**config.mk**
```make
export PLATFORM = sky130hd
export DESIGN_NAME = vco_band_cal
export DESIGN_NICKNAME = d
export VERILOG_FILES = /design/src/rtl/vbc_pkg.sv /design/src/rtl/vbc_cfg_port.sv /design/src/rtl/vbc_sar.sv /design/src/rtl/vbc_result.sv /design/src/rtl/vco_band_cal.sv
export SDC_FILE = /design/constraint.sdc
export NUM_CORES = 1
export LEC_CHECK = 0
export BUFFER_PORTS_ARGS = -buffer_cell sky130_fd_sc_hd__buf_4
export CORE_ASPECT_RATIO = 0.6
export CORE_MARGIN = 2
export CORE_UTILIZATION = 25
export CTS_CLUSTER_DIAMETER = 50
export DETAILED_ROUTE_END_ITERATION = 12
export GPL_TIMING_DRIVEN = 0
export SYNTH_ARGS = -nofsm -noshare
export SYNTH_HDL_FRONTEND = slang
export SYNTH_SLANG_ARGS = --single-unit
```
**constraint.sdc**
```tcl
create_clock -name clk -period 3.3 [get_ports clk]
set_input_delay 0.33 -clock clk [delete_from_list [all_inputs] [get_ports clk]]
set_output_delay 0.33 -clock clk [all_outputs]
set_load 0.03 [all_outputs]
```
**src/rtl/vbc_pkg.sv**
```systemverilog
package vbc_pkg;
    // Default geometry shared by the sequencer modules
    localparam int unsigned VBC_BAND_W  = 4;
    localparam int unsigned VBC_DIV_W   = 4;
    localparam int unsigned VBC_DIV_MAX = 12;
    localparam int unsigned VBC_AMP_W   = 4;
    localparam int unsigned VBC_ADDR_W  = 2;
    localparam int unsigned VBC_DATA_W  = 8;
endpackage

```
**src/rtl/vbc_cfg_port.sv**
```systemverilog
module vbc_cfg_port #(
    parameter int unsigned ADDR_W    = vbc_pkg::VBC_ADDR_W,
    parameter int unsigned DATA_W    = vbc_pkg::VBC_DATA_W,
    parameter int unsigned TRIG_ADDR = 3,
    parameter int unsigned DIV_ADDR  = 1
) (
    input  logic              clk,
    input  logic              rst_n,
    input  logic              wr_en,
    input  logic [ADDR_W-1:0] wr_addr,
    input  logic [DATA_W-1:0] wr_data,
    output logic              trig,
    output logic [DATA_W-1:0] div_cfg
);
    logic [DATA_W-1:0] div_cfg_d, div_cfg_q;

    always_comb begin
        div_cfg_d = div_cfg_q;
        if (wr_en && wr_addr == ADDR_W'(DIV_ADDR))
            div_cfg_d = wr_data;
    end

    always_ff @(posedge clk or negedge rst_n) begin
        if (!rst_n) div_cfg_q <= '0;
        else        div_cfg_q <= div_cfg_d;
    end

    assign trig    = wr_en && (wr_addr == ADDR_W'(TRIG_ADDR));
    assign div_cfg = div_cfg_q;

    // a divider-register write is visible on the next cycle
    assert_cfg_store_R9: assert property (@(posedge clk) disable iff (!rst_n)
        (wr_en && wr_addr == ADDR_W'(DIV_ADDR)) |=> div_cfg == $past(wr_data));
endmodule

```
**src/rtl/vbc_sar.sv**
```systemverilog
module vbc_sar #(
    parameter int unsigned BAND_W = vbc_pkg::VBC_BAND_W
) (
    input  logic              clk,
    input  logic              rst_n,
    input  logic              start,
    input  logic              tick,
    input  logic              fb_fast,
    output logic              active,
    output logic              done,
    output logic [BAND_W-1:0] trial
);
    localparam int unsigned STEP_W = $clog2(BAND_W + 1);
    localparam logic [BAND_W-1:0] MSB_MASK = {1'b1, {(BAND_W-1){1'b0}}};

    typedef struct packed {
        logic              active;
        logic [STEP_W-1:0] step;
        logic [BAND_W-1:0] trial;
    } sar_t;

    sar_t sar_d, sar_q;
    logic [BAND_W-1:0] cur_mask;
    logic              last_step;

    always_comb begin
        sar_d     = sar_q;
        cur_mask  = MSB_MASK >> sar_q.step;
        last_step = (sar_q.step == STEP_W'(BAND_W));
        done      = sar_q.active && tick && last_step && !start;
        if (start) begin
            sar_d.active = 1'b1;
            sar_d.step   = '0;
            sar_d.trial  = MSB_MASK;
        end else if (sar_q.active && tick) begin
            if (last_step) begin
                sar_d.active = 1'b0;
            end else begin
                if (fb_fast)
                    sar_d.trial = sar_d.trial & ~cur_mask;
                sar_d.trial = sar_d.trial | (cur_mask >> 1);
                sar_d.step  = sar_q.step + STEP_W'(1);
            end
        end
    end

    always_ff @(posedge clk or negedge rst_n) begin
        if (!rst_n) sar_q <= '0;
        else        sar_q <= sar_d;
    end

    assign active = sar_q.active;
    assign trial  = sar_q.trial;

    // every trigger (first or repeated) begins at the MSB trial
    assert_start_msb_R2: assert property (@(posedge clk) disable iff (!rst_n)
        start |=> (active && trial == MSB_MASK));
    // idle ticks leave the search state alone
    assert_idle_quiet_R11: assert property (@(posedge clk) disable iff (!rst_n)
        (!active && !start) |=> (!active && $stable(trial)));
    // the step counter never passes the latch step
    assert_step_range_R4: assert property (@(posedge clk) disable iff (!rst_n)
        active |-> (sar_q.step <= STEP_W'(BAND_W)));
    // the latch tick ends the search
    assert_finish_R4: assert property (@(posedge clk) disable iff (!rst_n)
        done |=> !active);
    // the trial code only changes on a tick or a trigger
    assert_tick_paced_R5: assert property (@(posedge clk) disable iff (!rst_n)
        (!tick && !start) |=> $stable(trial));
endmodule

```
**src/rtl/vbc_result.sv**
```systemverilog
module vbc_result #(
    parameter int unsigned BAND_W  = vbc_pkg::VBC_BAND_W,
    parameter int unsigned DIV_W   = vbc_pkg::VBC_DIV_W,
    parameter int unsigned DIV_MAX = vbc_pkg::VBC_DIV_MAX,
    parameter int unsigned AMP_W   = vbc_pkg::VBC_AMP_W,
    parameter int unsigned DATA_W  = vbc_pkg::VBC_DATA_W
) (
    input  logic              clk,
    input  logic              rst_n,
    input  logic              start,
    input  logic              done,
    input  logic [BAND_W-1:0] trial,
    input  logic [DATA_W-1:0] div_cfg,
    output logic [BAND_W-1:0] band_res,
    output logic [DIV_W-1:0]  div_code,
    output logic [AMP_W-1:0]  amp_code
);
    localparam logic [AMP_W-1:0] AMP_MID = {1'b1, {(AMP_W-1){1'b0}}};

    typedef struct packed {
        logic [DIV_W-1:0]  div_snap;
        logic [BAND_W-1:0] band;
        logic [DIV_W-1:0]  div;
        logic [AMP_W-1:0]  amp;
    } res_t;

    res_t res_d, res_q;
    logic [DIV_W-1:0] div_clamped;

    always_comb begin
        res_d       = res_q;
        div_clamped = (div_cfg > DATA_W'(DIV_MAX)) ? DIV_W'(DIV_MAX)
                                                   : div_cfg[DIV_W-1:0];
        if (start)
            res_d.div_snap = div_clamped;
        if (done) begin
            res_d.band = trial;
            res_d.div  = res_q.div_snap;
            res_d.amp  = AMP_MID;
        end
    end

    always_ff @(posedge clk or negedge rst_n) begin
        if (!rst_n) res_q <= '0;
        else        res_q <= res_d;
    end

    assign band_res = res_q.band;
    assign div_code = res_q.div;
    assign amp_code = res_q.amp;

    // amplitude lands on midscale with every latched result
    assert_amp_mid_R6: assert property (@(posedge clk) disable iff (!rst_n)
        done |=> amp_code == AMP_MID);
    // results only move on the latch tick
    assert_hold_R10: assert property (@(posedge clk) disable iff (!rst_n)
        !done |=> ($stable(band_res) && $stable(div_code) && $stable(amp_code)));
    // the divider never leaves its legal range
    assert_div_range_R7: assert property (@(posedge clk) disable iff (!rst_n)
        1'b1 |-> div_code <= DIV_W'(DIV_MAX));
endmodule

```
**src/rtl/vco_band_cal.sv**
```systemverilog
module vco_band_cal #(
    parameter int unsigned ADDR_W    = vbc_pkg::VBC_ADDR_W,
    parameter int unsigned DATA_W    = vbc_pkg::VBC_DATA_W,
    parameter int unsigned BAND_W    = vbc_pkg::VBC_BAND_W,
    parameter int unsigned DIV_W     = vbc_pkg::VBC_DIV_W,
    parameter int unsigned DIV_MAX   = vbc_pkg::VBC_DIV_MAX,
    parameter int unsigned AMP_W     = vbc_pkg::VBC_AMP_W,
    parameter int unsigned TRIG_ADDR = 3,
    parameter int unsigned DIV_ADDR  = 1
) (
    input  logic              clk,
    input  logic              rst_n,
    input  logic              wr_en,
    input  logic [ADDR_W-1:0] wr_addr,
    input  logic [DATA_W-1:0] wr_data,
    input  logic              pfd_tick,
    input  logic              fb_fast,
    output logic [BAND_W-1:0] band_code,
    output logic [DIV_W-1:0]  div_code,
    output logic [AMP_W-1:0]  amp_code,
    output logic              tune_park,
    output logic              busy
);
    logic              trig;
    logic              active;
    logic              done;
    logic [BAND_W-1:0] trial;
    logic [BAND_W-1:0] band_res;
    logic [DATA_W-1:0] div_cfg;

    vbc_cfg_port #(
        .ADDR_W(ADDR_W), .DATA_W(DATA_W),
        .TRIG_ADDR(TRIG_ADDR), .DIV_ADDR(DIV_ADDR)
    ) u_cfg (
        .clk(clk), .rst_n(rst_n), .wr_en(wr_en), .wr_addr(wr_addr),
        .wr_data(wr_data), .trig(trig), .div_cfg(div_cfg)
    );

    vbc_sar #(.BAND_W(BAND_W)) u_sar (
        .clk(clk), .rst_n(rst_n), .start(trig), .tick(pfd_tick),
        .fb_fast(fb_fast), .active(active), .done(done), .trial(trial)
    );

    vbc_result #(
        .BAND_W(BAND_W), .DIV_W(DIV_W), .DIV_MAX(DIV_MAX),
        .AMP_W(AMP_W), .DATA_W(DATA_W)
    ) u_res (
        .clk(clk), .rst_n(rst_n), .start(trig), .done(done), .trial(trial),
        .div_cfg(div_cfg), .band_res(band_res), .div_code(div_code),
        .amp_code(amp_code)
    );

    // The oscillator sees the trial code while searching, the result otherwise
    assign band_code = active ? trial : band_res;
    assign tune_park = active;
    assign busy      = active;

    // a write elsewhere never starts a search from idle
    assert_other_addr_R3: assert property (@(posedge clk) disable iff (!rst_n)
        (!busy && wr_en && wr_addr != ADDR_W'(TRIG_ADDR)) |=> !busy);
    // a trigger write always leaves the tuning node parked
    assert_trig_parks_R2: assert property (@(posedge clk) disable iff (!rst_n)
        (wr_en && wr_addr == ADDR_W'(TRIG_ADDR)) |=> (busy && tune_park));
    // while idle the band output is the held result
    assert_idle_band_R10: assert property (@(posedge clk) disable iff (!rst_n)
        (!busy && !trig) |=> $stable(band_code));
endmodule

```
# Word-level counts from Yosys, hierarchy flattened
# Cells that the tools add are included.
# Widths: inputs -> output; s select.
# word_totals
regBits	29
# classes
addsub	1
n_mux	10
n_shift	1
n_reduce_logical	10
magnitude_cmp	1
n_eq_ne	4
bitwise_logic	3
# ops
cell	count
$mux 4	6
$mux 8	2
$gt 8x4->1 const B	1
$mux 7	1
$logic_and 1x1->1	5
$and 4x4->4	1
$not 4->4	1
$or 4x3->4	1
$reduce_and 2->1	2
$reduce_bool 2->1	2
$shr 4x3->4 const A	1
$add 3x1->3 const B	1
$eq 3x3->1 const B	1
$eq 2x1->1 const B	1
$eq 2x2->1 const B	1
$ne 2x1->1 const B	1
$logic_not 1->1	1
$mux 1	1

# Longest topological paths before layout
# Gate-level depths: netlist (run 1).
# logic_depth
ltp_word	11
mapped_depth	5

# Modules after synthesis
# From an unflattened synthesis (run 1), not the netlist that was laid out.
# unflattened
cells_unflattened	123
area_unflattened_um2	1467.7
# modules_own_cells
module	cells_each	seq_area_each_um2	instances	area_each_um2
vbc_result	48	325.3	1	605.6
vbc_sar	52	200.2	1	491.7
vbc_cfg_port	18	200.2	1	317.8
vco_band_cal	5	0.0	1	52.6

# Worst setup path after synthesis (run 1)
# No wires, ideal clock.
# synth_timing
kind	register to register
from	register u_sar.sar_q (netlist bit u_sar.active)
to	register u_res.res_q (netlist bit u_res.band_res[0])
t_required_ns	3.175
t_arrival_ns	1.436
synth_period_minus_slack_ns	1.561
setup_slack_ns	1.739
stages_incl_launch_ff	5
n_path_buf	1
path_cell_list	dfrtp_1 > buf_2 > nand4_2 > nor2_8 > mux2_2
# synth_via
elab_chain_cells	3
# synth_lines
element	line	source
from (decl)	vbc_sar.sv:22	sar_t sar_d, sar_q;
from (signal assigned)	vbc_sar.sv:49	else sar_q <= sar_d;
$logic_and 1x1->1 (3 in series)	vbc_sar.sv:30	done = sar_q.active && tick && last_step && !start;
to (signal assigned)	vbc_result.sv:45	else res_q <= res_d;
to (decl)	vbc_result.sv:27	res_t res_d, res_q;
# No other way between the ends.
# A chain may end at the register's enable or synchronous reset.

# Final worst setup path (run 1)
# layout_timing
from	register u_sar.sar_q (netlist bit u_sar.active)
to	output band_code[1]
# layout_via
elab_chain_cells	1
# layout_lines
element	line	source
$mux 4	vco_band_cal.sv:54	assign band_code = active ? trial : band_res;
to (decl)	vco_band_cal.sv:18	output logic [BAND_W-1:0] band_code,
# No other way between the ends.

==> results of run 1 <==
[timing repair]
action,4_1_cts,5_1_grt
setup buffers,0,0
endpoints found under the setup margin,0,0
hold buffers,1,0
gates resized for setup,0,0
endpoints found under the hold margin,29,0
[cells in the final DEF (no fill, tap or decap), types with 2 or more instances in the layout]
cell / n
buf_4: 35
dfrtp_1: 29
mux2_2: 17
nand2_1: 12
clkbuf_8: 6
nor2_1: 5
ha_1: 5
inv_1: 3
mux2_1: 3
nand3_1: 3
nor3_1: 3
nand4_1: 3
conb_1: 3
buf_2: 2
o21ai_1: 2
and2_1: 2
o21ai_0: 2
a21oi_1: 2
a32o_1: 2
[worst reg2reg max path, stage by stage (launching register included)]
cell	delay, ps
dfrtp_1	410
inv_1	110
ha_1	270
nand4_2	210
nor2_8	210
mux2_2	360
[cells in the mapped netlist, types with 2 or more instances]
cell     count  area share
ha_1         5       0.045
nand2_1     12       0.032
inv_1        3      0.0081
a32o_1       2       0.014
nor2_1       5       0.013
dfrtp_1     29        0.52
nand3_1      3       0.011
o21ai_1      2      0.0072
nand4_1      3       0.013
and2_1       2      0.0090
mux2_1       3       0.024
mux2_2      17        0.14
buf_4       10       0.054
buf_2        2      0.0072
nor3_1       3       0.011
o21ai_0      2      0.0072
a21oi_1      2      0.0072
[where the power goes]
part | leakage (uW) | switching, uW | total, uW | internal [uW]
clock network | 0.0000585 | 136 | 382 | 246
registers | 0.000342 | 85.6 | 555 | 470
logic | 0.000414 | 337 | 621 | 284
total | 0.000815 | 559 | 1560 | 1000
[flip-flops by register name, indices dropped and copies added (netlist names)]
register / count
u_cfg.div_cfg: 8
u_res.amp_code: 1
u_res.band_res: 4
u_res.div_code: 4
u_res.res_q: 4
u_sar.active: 1
u_sar.sar_q: 3
u_sar.trial: 4
[routing by layer]
layer  global-route usage  routed length, um  vias up
met5                    0                  0        -
met4               0.0470                 25        0
met3               0.0369                135        3
met1                0.141               1490      446
li1                     -                  -      470
met2                0.144               1040       21
[layout make-up]
cell class | count | area, um^2
inverters | 3 | 11.3
clock inverters | 1 | 30.0
fillers | 534 | 3410
well taps | 66 | 82.6
clock buffers | 7 | 86.3
flip-flops and latches | 29 | 726
plain buffers | 12 | 85.1
multi-input cells | 75 | 577
repair buffers | 26 | 198
[worst paths after layout]
path / startpoint / endpoint / slack, ps / depth (start not counted)
setup reg to reg: u_sar.sar_q[4] / u_res.band_res[2] / 1620 / 5
hold reg to reg: u_res.amp_code[3] / u_res.amp_code[3] / 480 / 1
max in group asynchronous: rst_n / u_sar.sar_q[5] / 2510 / 2
min in group asynchronous: rst_n / u_res.amp_code[3] / 510 / 2
hold / removal: wr_data[3] / u_cfg.div_cfg[3] / 280 / 2
setup / recovery: u_sar.active / band_code[1] / 1550 / 3
[kinds of logic after synthesis]
| kind of cell | count (synthesis) | share of synthesized area |
|---|---|---|
| AND/OR/NAND/NOR | 35 | 0.140 |
| flip-flops | 29 | 0.522 |
| multiplexers | 20 | 0.162 |
| buffers and inverters | 15 | 0.0692 |
| AO/OA/AOI/OAI | 12 | 0.0594 |
| adder cells (fa/ha/maj) | 5 | 0.0450 |
| other | 1 | 0.00270 |
[per-stage QoR]
stage	instance area, um^2	power, uW	cells
final	1800	1560	219
after global placement	1670	1170	210
after floorplan	1400	984	119
after global routing	1800	1660	219
after detailed placement	1670	1180	210
after CTS	1800	1570	219
==> flow_metrics.py, run 1 <==
metrics = {
    "global_route": {
        "grt_pass1_wl_mm": 4.65,
        "grt_start_max_net_pins": 30,
        "grt_usage": 0.102,
        "gr-total-overflow": 0,
        "antenna_found_initial": 0,
        "grt_pass1_vias": 933,
    },
    "sta": {
        "setup_ws_ps": 1550,
        "grt_setup_unrepaired": "false",
        "period_minus_slack_ps": 1750,
        "period_share": 0.530,
        "hold_viol": 0,
        "setup_tns_ps": 0,
        "setup_violations": 0,
        "drv_slew": 0,
        "fmax_ghz": 0.572,
        "whs_ps": 278,
        "fin_skew_ps": 5.83,
    },
    "logic_synthesis": {
        "async_reset_ff_frac": 1.00,
        "syn_area_per_cell_um2": 11.9,
        "synth_cells": 117,
        "syn_area_mm2": 0.00139,
        "synth_flop_cell": "dfrtp_1",
        "synth-seq-cells": 29,
        "synth_edf_count": 0,
        "synth_cell_types": 29,
        "ys_seq_area_frac": 0.522,
        "yosysWarnings": 0,
    },
    "floorplanning": {
        "die_y_um": 61.8,
        "fp.dieArea_mm2": 0.00620,
        "fp.coreArea_mm2": 0.00520,
        "io_pins": 29,
        "die_w_um": 100,
        "start_util": 0.267,
        "fp-row-count": 20,
    },
    "flow_run": {
        "drv_cap": 0,
    },
    "setup_path": {
        "crit_buf_inv": 2,
        "crit_fanout": 8,
        "max_stage_delay_ps": 380,
        "critPathArrivalTime_ps": 1420,
        "path_class": "reg2out",
        "critical_path.endpoint_type": "primary output",
        "worstPathRequired_ps": 2970,
        "crit_family": "buffers and inverters",
        "slowest_stage": "dfrtp_1",
        "worst_setup_path_start_kind": "register",
        "path_cells": "buf_2 -> mux2_2 -> buf_4",
    },
    "power": {
        "ir_drop_mv": 0.387,
        "power.leakage_uw": 0.000815,
        "power_density_mw_per_mm2": 868,
    },
    "placement": {
        "port_buffers": 25,
        "pre_cts_ws_ps": 1630,
        "gp_congestion": 0.815,
        "place_hpwl_mm": 1.93,
    },
    "finish": {
        "drive_gt1_frac": 0.418,
        "antennaDiodeCount": 0,
        "fin_nets": 172,
        "syn_to_final_growth_pct": 29.0,
        "utilization": 0.345,
    },
    "route": {
        "routed_wirelength_mm": 2.69,
        "drtAntennaViolNets": 0,
        "drc_errors": 0,
        "viasPerCell": 4.29,
        "firstDrtPassIters": 4,
        "routedWlPerCell_um": 12.3,
        "drt_iter0_drc": 44,
        "vias": 940,
    },
    "clocking": {
        "numCtsBuffers": 5,
        "clock_latency_ps": 280,
        "path_clk_slew_ps": 70,
        "clock_path_buffers": 2,
        "cts_tree": "done",
        "numClockSinks": 29,
        "cts-root-buf": "clkbuf_8",
        "cts.htree.levels": 2,
    },
    "outcome": {
        "outcome": "finished, final reports clean",
    },
    "min_path": {
        "hold_class": "in2reg",
    },
}
Power figures use the tool's default switching activity.
==> inputs of run 2 (changes only) <==
==> constraint.sdc (replaced) <==
create_clock -name clk -period 1.6 [get_ports clk]
set_input_delay 0.16 -clock clk [delete_from_list [all_inputs] [get_ports clk]]
set_output_delay 0.16 -clock clk [all_outputs]
set_load 0.03 [all_outputs]
==> run 2 against run 1 <==
- die area is the same
- via count increased by 2.0%
- worst setup slack got worse by 1500 ps
- flip-flop and latch count unchanged
- first-iteration DRC count is 6.8% lower
- global-route usage grew 0.22 points
- clock-buffer cell count unchanged
- core utilization up 0.67 points
- non-clock buffer count is the same
- clock skew grew 0.53 ps
- final cell count grew 0.46%
==> flow_metrics.py, run 2 (same netlist as run 1, synthesis figures left out) <==
metrics = {
    "finish": {
        "antennaDiodeCount": 0,
        "utilization": 0.352,
        "most-common-layout-cells": "buf_4 (36), dfrtp_1 (29), mux2_2 (17), nand2_1 (12), clkbuf_8 (6)",
        "syn_to_final_growth_pct": 31.6,
        "stdcell_area_mm2": 0.00183,
        "mostFrequentLayoutCell": "buf_4",
        "drive_gt1_frac": 0.435,
        "fin_nets": 173,
        "largest_reg_flops": 8,
    },
    "setup_path": {
        "rr_worst_depth": 5,
        "slowest_stage": "dfrtp_1",
        "max_stage_delay_ps": 390,
        "r2r_start": "u_sar.sar_q[5]",
        "worstReg2RegEnd": "u_res.band_res[2]",
        "critical_path.endpoint_type": "primary output",
        "crit_family": "flip-flops",
        "worstPathRequired_ps": 1440,
        "path_class": "reg2out",
        "path_cells": "buf_4 -> mux2_2 -> buf_4",
        "worst_setup_path_start_kind": "register",
        "path_common_cell": "buf_4",
        "r2r_slack_ps": 90,
        "crit_fanout": 8,
        "crit_buf_inv": 2,
        "critPathArrivalTime_ps": 1390,
    },
    "sta": {
        "fin_skew_ps": 6.36,
        "period_minus_slack_ps": 1550,
        "hold_viol": 0,
        "fmax_ghz": 0.645,
        "period_share": 0.969,
        "setup_ws_ps": 50.0,
        "drv_slew": 0,
        "setup_violations": 0,
    },
    "floorplanning": {
        "fp.dieArea_mm2": 0.00620,
        "die_y_um": 61.8,
        "io_pins": 29,
        "fp.coreArea_mm2": 0.00520,
        "die_w_um": 100,
        "start_util": 0.267,
        "fp-row-count": 20,
    },
    "min_path": {
        "hold_class": "in2reg",
        "hold_end": "u_cfg.div_cfg[3]",
        "min_path_cells": 2,
        "hp-start": "wr_data[3]",
    },
    "power": {
        "p_sw_uw": 1190,
        "p_seq_frac": 0.349,
        "comb_power_share": 0.411,
        "internal_power_uw": 2100,
        "p_total_uw": 3300,
        "pwr-share-clk": 0.239,
        "sw_frac_of_total": 0.362,
        "power.leakage_uw": 0.000818,
        "ir_drop_mv": 0.722,
        "power_density_mw_per_mm2": 1800,
    },
    "clocking": {
        "cts-root-buf": "clkbuf_8",
        "clock_path_buffers": 2,
        "clock_latency_ps": 280,
        "postCtsSetupBuffers": 0,
        "numClockSinks": 29,
        "path_clk_slew_ps": 70,
        "cts.htree.levels": 2,
        "cts_tree": "done",
        "numCtsBuffers": 5,
    },
    "global_route": {
        "use_met3": 0.0369,
        "met1_usage": 0.145,
        "grt_start_max_net_pins": 30,
        "gr-total-overflow": 0,
        "antenna_found_initial": 0,
        "grt_pass1_vias": 935,
        "use_met2": 0.147,
        "grt_pass1_wl_mm": 4.75,
        "grt_usage": 0.104,
        "busiest_layer": "met2",
    },
    "route": {
        "viasPerCell": 4.36,
        "vias": 959,
        "firstDrtPassIters": 4,
        "drt_iter0_drc": 41,
        "routedWlPerCell_um": 12.6,
        "drc_errors": 0,
        "drtAntennaViolNets": 0,
        "routed_wirelength_mm": 2.77,
    },
    "placement": {
        "gp_congestion": 0.815,
        "place_hpwl_mm": 1.93,
        "port_buffers": 25,
        "pre_cts_ws_ps": -72.5,
        "placedInstanceArea_mm2": 0.00167,
    },
    "outcome": {
        "outcome": "finished, final reports clean",
    },
    "flow_run": {
        "drv_cap": 0,
    },
}
run 2: cell type report:
type | count | area (um^2)
plain buffers | 12 | 87.6
clock buffers | 7 | 86.3
clock inverters | 1 | 30.0
fillers | 533 | 3370
inverters | 3 | 11.3
multi-input cells | 76 | 609
flip-flops and latches | 29 | 726
well taps | 66 | 82.6
repair buffers | 26 | 198
run 2: per-layer routing:
layer | up-vias | routed length [um]
met5 | - | 0
met3 | 5 | 147
li1 | 470 | -
met4 | 0 | 36
met1 | 459 | 1510
met2 | 25 | 1070
run 2: power groups by stage:
stage	clock (uW)	sequential, uW	combinational (uW)
after CTS	808	1150	1360
after detailed placement	0	1150	1280
after global placement	0	1150	1270
after global routing	848	1190	1470
final	789	1150	1360
after floorplan	0	1120	911
run 2: worst reg2reg max path: stages (launching register included):
cell and delay, ps:
dfrtp_1 410, inv_1 120, ha_4 180, nand4_4 160
nor2_8 180, mux2_2 350
run 2: timing repair:
item / in CTS / in global routing
pin swaps: 1 / 2
gates resized for setup: 3 / 3
hold endpoints to repair: 29 / 0
hold buffers: 1 / 0
gates cloned: 1 / 0
setup endpoints to repair: 8 / 12
run 2: how the worst max path moves through the flow:
stage,from,cells past startpoint,end,slack [ps]
after global placement,u_sar.sar_q[4],5,u_res.band_res[1],-70
after detailed placement,u_sar.sar_q[4],5,u_res.band_res[1],-70
final,u_sar.active,3,band_code[1],50
after CTS,u_sar.active,3,band_code[1],0.3
after floorplan,u_sar.active,4,u_res.band_res[0],40
after global routing,u_sar.active,3,band_code[1],-5
run 2: stage by stage:
| stage | instances | hold WS (ps) | setup TNS (ps) |
|---|---|---|---|
| 2_1_floorplan | 119 | -136 | 0 |
| 3_3_place_gp | 210 | 108 | -480 |
| 3_5_place_dp | 210 | 111 | -535 |
| 4_1_cts | 220 | 99.5 | 0 |
| 5_1_grt | 220 | 98.2 | -5.46 |
| 6_report | 220 | 108 | 0 |
==> inputs of run 3 (changes only) <==
--- a/config.mk
+++ b/config.mk
@@ -5,6 +5,7 @@
 export SDC_FILE = /design/constraint.sdc
 export NUM_CORES = 1
 export LEC_CHECK = 0
+export ABC_AREA = 1
 export BUFFER_PORTS_ARGS = -buffer_cell sky130_fd_sc_hd__buf_4
 export CORE_ASPECT_RATIO = 0.6
 export CORE_MARGIN = 2
==> constraint.sdc (replaced) <==
create_clock -name clk -period 1.6 [get_ports clk]
set_input_delay 0.32 -clock clk [delete_from_list [all_inputs] [get_ports clk]]
set_output_delay 0.32 -clock clk [all_outputs]
set_load 0.03 [all_outputs]
==> run 3 against run 2 <==
- final cell count increased by 32%
- clock power decreased by 25%
- clock skew decreased by 1.3 ps
- non-clock buffer count increased by 2
==> flow_metrics.py, run 3 <==
metrics = {
    "finish": {
        "largest_reg_flops": 8,
        "antennaDiodeCount": 0,
        "fin_cells": 291,
        "most-common-layout-cells": "nand2_1 (58), buf_4 (35), dfrtp_1 (28), inv_1 (17), o21ai_0 (14)",
        "mostFrequentLayoutCell": "nand2_1",
        "fill_cells": 625,
        "fin_nets": 231,
        "drive_gt1_frac": 0.284,
        "syn_to_final_growth_pct": 27.6,
    },
    "global_route": {
        "grt_pass1_vias": 1080,
        "gr-total-overflow": 0,
        "antenna_found_initial": 0,
        "busiest_layer": "met1",
        "grt_start_max_net_pins": 30,
        "grt_pass1_wl_mm": 5.15,
        "grt_usage": 0.0999,
        "use_met3": 0.0455,
        "use_met2": 0.129,
        "met1_usage": 0.147,
    },
    "logic_synthesis": {
        "yosys.area.top_type_share": 0.489,
        "yosysWarnings": 0,
        "yosys.area.top_type": "dfrtp_1",
        "syn_area_per_cell_um2": 8.49,
        "synth_cells": 175,
        "synth_flop_cell": "dfrtp_1",
        "syn_area_mm2": 0.00149,
        "async_reset_ff_frac": 1.00,
        "ys_seq_area_frac": 0.489,
        "yosys.cell_count.top_type": "nand2_1",
        "synthTopCellsByArea": "dfrtp_1 (49%), nand2_1 (15%), o21ai_0 (4.7%), buf_4 (4.5%), inv_1 (4.5%)",
        "synth_edf_count": 0,
        "synth-seq-cells": 29,
        "synth_common_cells": "nand2_1 (59), dfrtp_1 (29), inv_1 (18)",
        "synth_cell_types": 19,
    },
    "power": {
        "pwr-share-clk": 0.201,
        "p_seq_frac": 0.380,
        "ir_drop_mv": 0.507,
        "p_sw_uw": 1160,
        "power_density_mw_per_mm2": 1560,
        "internal_power_uw": 1800,
        "comb_power_share": 0.419,
        "sw_frac_of_total": 0.391,
        "power.leakage_uw": 0.00102,
        "p_total_uw": 2960,
    },
    "setup_path": {
        "slowest_stage": "dfrtp_2",
        "r2r_start": "u_sar.sar_q[4]",
        "crit_fanout": 9,
        "critical_path.endpoint_type": "primary output",
        "critPathArrivalTime_ps": 1200,
        "rr_worst_depth": 8,
        "worst_setup_path_start_kind": "register",
        "path_cells": "inv_2 -> nand2_1 -> o21ai_0 -> buf_4",
        "worst-path-stages": 4,
        "r2r_slack_ps": 120,
        "crit_path_start": "u_sar.active",
        "cp-endpoint": "band_code[2]",
        "crit_buf_inv": 2,
        "max_stage_delay_ps": 450,
        "path_class": "reg2out",
        "worstPathRequired_ps": 1280,
        "crit_family": "flip-flops",
        "worstReg2RegEnd": "u_res.band_res[0]",
    },
    "clocking": {
        "numClockSinks": 29,
        "clock_latency_ps": 270,
        "path_clk_slew_ps": 60,
        "cts.htree.levels": 2,
        "numCtsBuffers": 5,
        "cts-root-buf": "clkbuf_8",
        "clock_path_buffers": 2,
        "cts_tree": "done",
    },
    "route": {
        "vias": 1114,
        "routed_wirelength_mm": 2.90,
        "drt_iter0_drc": 55,
        "viasPerCell": 3.83,
        "routedWlPerCell_um": 9.95,
        "firstDrtPassIters": 4,
        "drc_errors": 0,
        "drtAntennaViolNets": 0,
    },
    "floorplanning": {
        "die_y_um": 63.7,
        "fp.dieArea_mm2": 0.00659,
        "fp.coreArea_mm2": 0.00565,
        "start_util": 0.263,
        "fp-row-count": 21,
        "io_pins": 29,
        "die_w_um": 104,
    },
    "sta": {
        "setup_violations": 0,
        "period_minus_slack_ps": 1520,
        "grt_setup_unrepaired": "false",
        "fin_skew_ps": 5.08,
        "drv_slew": 0,
        "period_share": 0.950,
        "hold_viol": 0,
        "fmax_ghz": 0.658,
    },
    "placement": {
        "place_hpwl_mm": 2.17,
        "gp_congestion": 0.820,
        "dpl.cell_count": 282,
        "port_buffers": 25,
    },
    "flow_run": {
        "drv_cap": 0,
    },
    "outcome": {
        "outcome": "finished, final reports clean",
    },
    "min_path": {
        "hold_class": "in2reg",
    },
}
[run 3: cell types whose count changed after synthesis, sizes merged, moves of 3 or more]
cell / delta
nand4: -4
nor2: +5
nor3: -3
nand2: +49
inv: +16
mux2: -20
o21ai: +14
nand3: +12
[run 3: metrics by stage]
stage | setup slack [ps] | instance area (um^2) | hold WS (ps) | utilization | setup TNS [ps]
6_report | 79.3 | 1900 | 296 | 0.336 | 0
5_1_grt | 4.00 | 1900 | 298 | 0.336 | 0
4_1_cts | 32.8 | 1880 | 287 | 0.332 | 0
3_5_place_dp | 82.4 | 1780 | 271 | 0.315 | 0
3_3_place_gp | 106 | 1780 | 269 | 0.315 | 0
2_1_floorplan | -187 | 1490 | 24.4 | - | -749
[run 3: how the worst min path moves through the flow]
stage	slack, ps	start	endpoint	cells past startpoint
2_1_floorplan	20	rst_n	u_cfg.div_cfg[0]	0
3_3_place_gp	270	rst_n	u_res.band_res[1]	1
3_5_place_dp	270	rst_n	u_res.band_res[3]	1
4_1_cts	290	wr_data[6]	u_cfg.div_cfg[6]	3
5_1_grt	300	wr_data[4]	u_cfg.div_cfg[4]	3
6_report	300	wr_data[1]	u_cfg.div_cfg[1]	3
[run 3: layer usage]
metal | part of all wire | up-vias | wire length [um]
met3 | 0.073 | 2 | 211
met1 | 0.56 | 476 | 1640
met4 | 0.0045 | 0 | 13
met5 | 0 | - | 0
li1 | - | 604 | -
met2 | 0.36 | 32 | 1030
[run 3: worst register-to-register path: stages, from the launching register on]
cell and delay, ps:
dfrtp_1 410, inv_1 110, ha_1 220, nand2_2 120, nor2_4 170, nand2_4 80, buf_6 150, nand2_1 70
o21ai_2 50
[run 3: cells by family after synthesis]
group	Yosys count	synth area share
flops	29	0.489
simple gates	88	0.270
other cells	1	0.00252
compound gates	20	0.0775
buf+inv	32	0.120
fa+ha+maj	5	0.0421
[run 3: area by class of cell]
class,instances,area [um^2],share of cell area
tap,80,100,0.0528
buffer,13,106,0.0561
timing repair buffer,27,205,0.108
clock buffer,7,86.3,0.0455
inverter,19,71.3,0.0376
sequential,29,727,0.383
multi-input combinational,116,599,0.316
[run 3: power by group through the flow]
| stage | clock network, uW | registers, uW | logic, uW |
|---|---|---|---|
| 6_report | 594 | 1130 | 1240 |
| 4_1_cts | 624 | 1120 | 1230 |
| 2_1_floorplan | 0 | 1100 | 873 |
| 3_5_place_dp | 0 | 1130 | 1230 |
| 3_3_place_gp | 0 | 1120 | 1210 |
| 5_1_grt | 661 | 1160 | 1390 |
[run 3: repair_timing]
action	in CTS	in global routing
resized for setup	1	3
buffers inserted	0	1
gates cloned	0	0
pin swaps	0	2
endpoints found under the setup margin	4	12
endpoints found under the hold margin	29	0
hold buffers	1	0
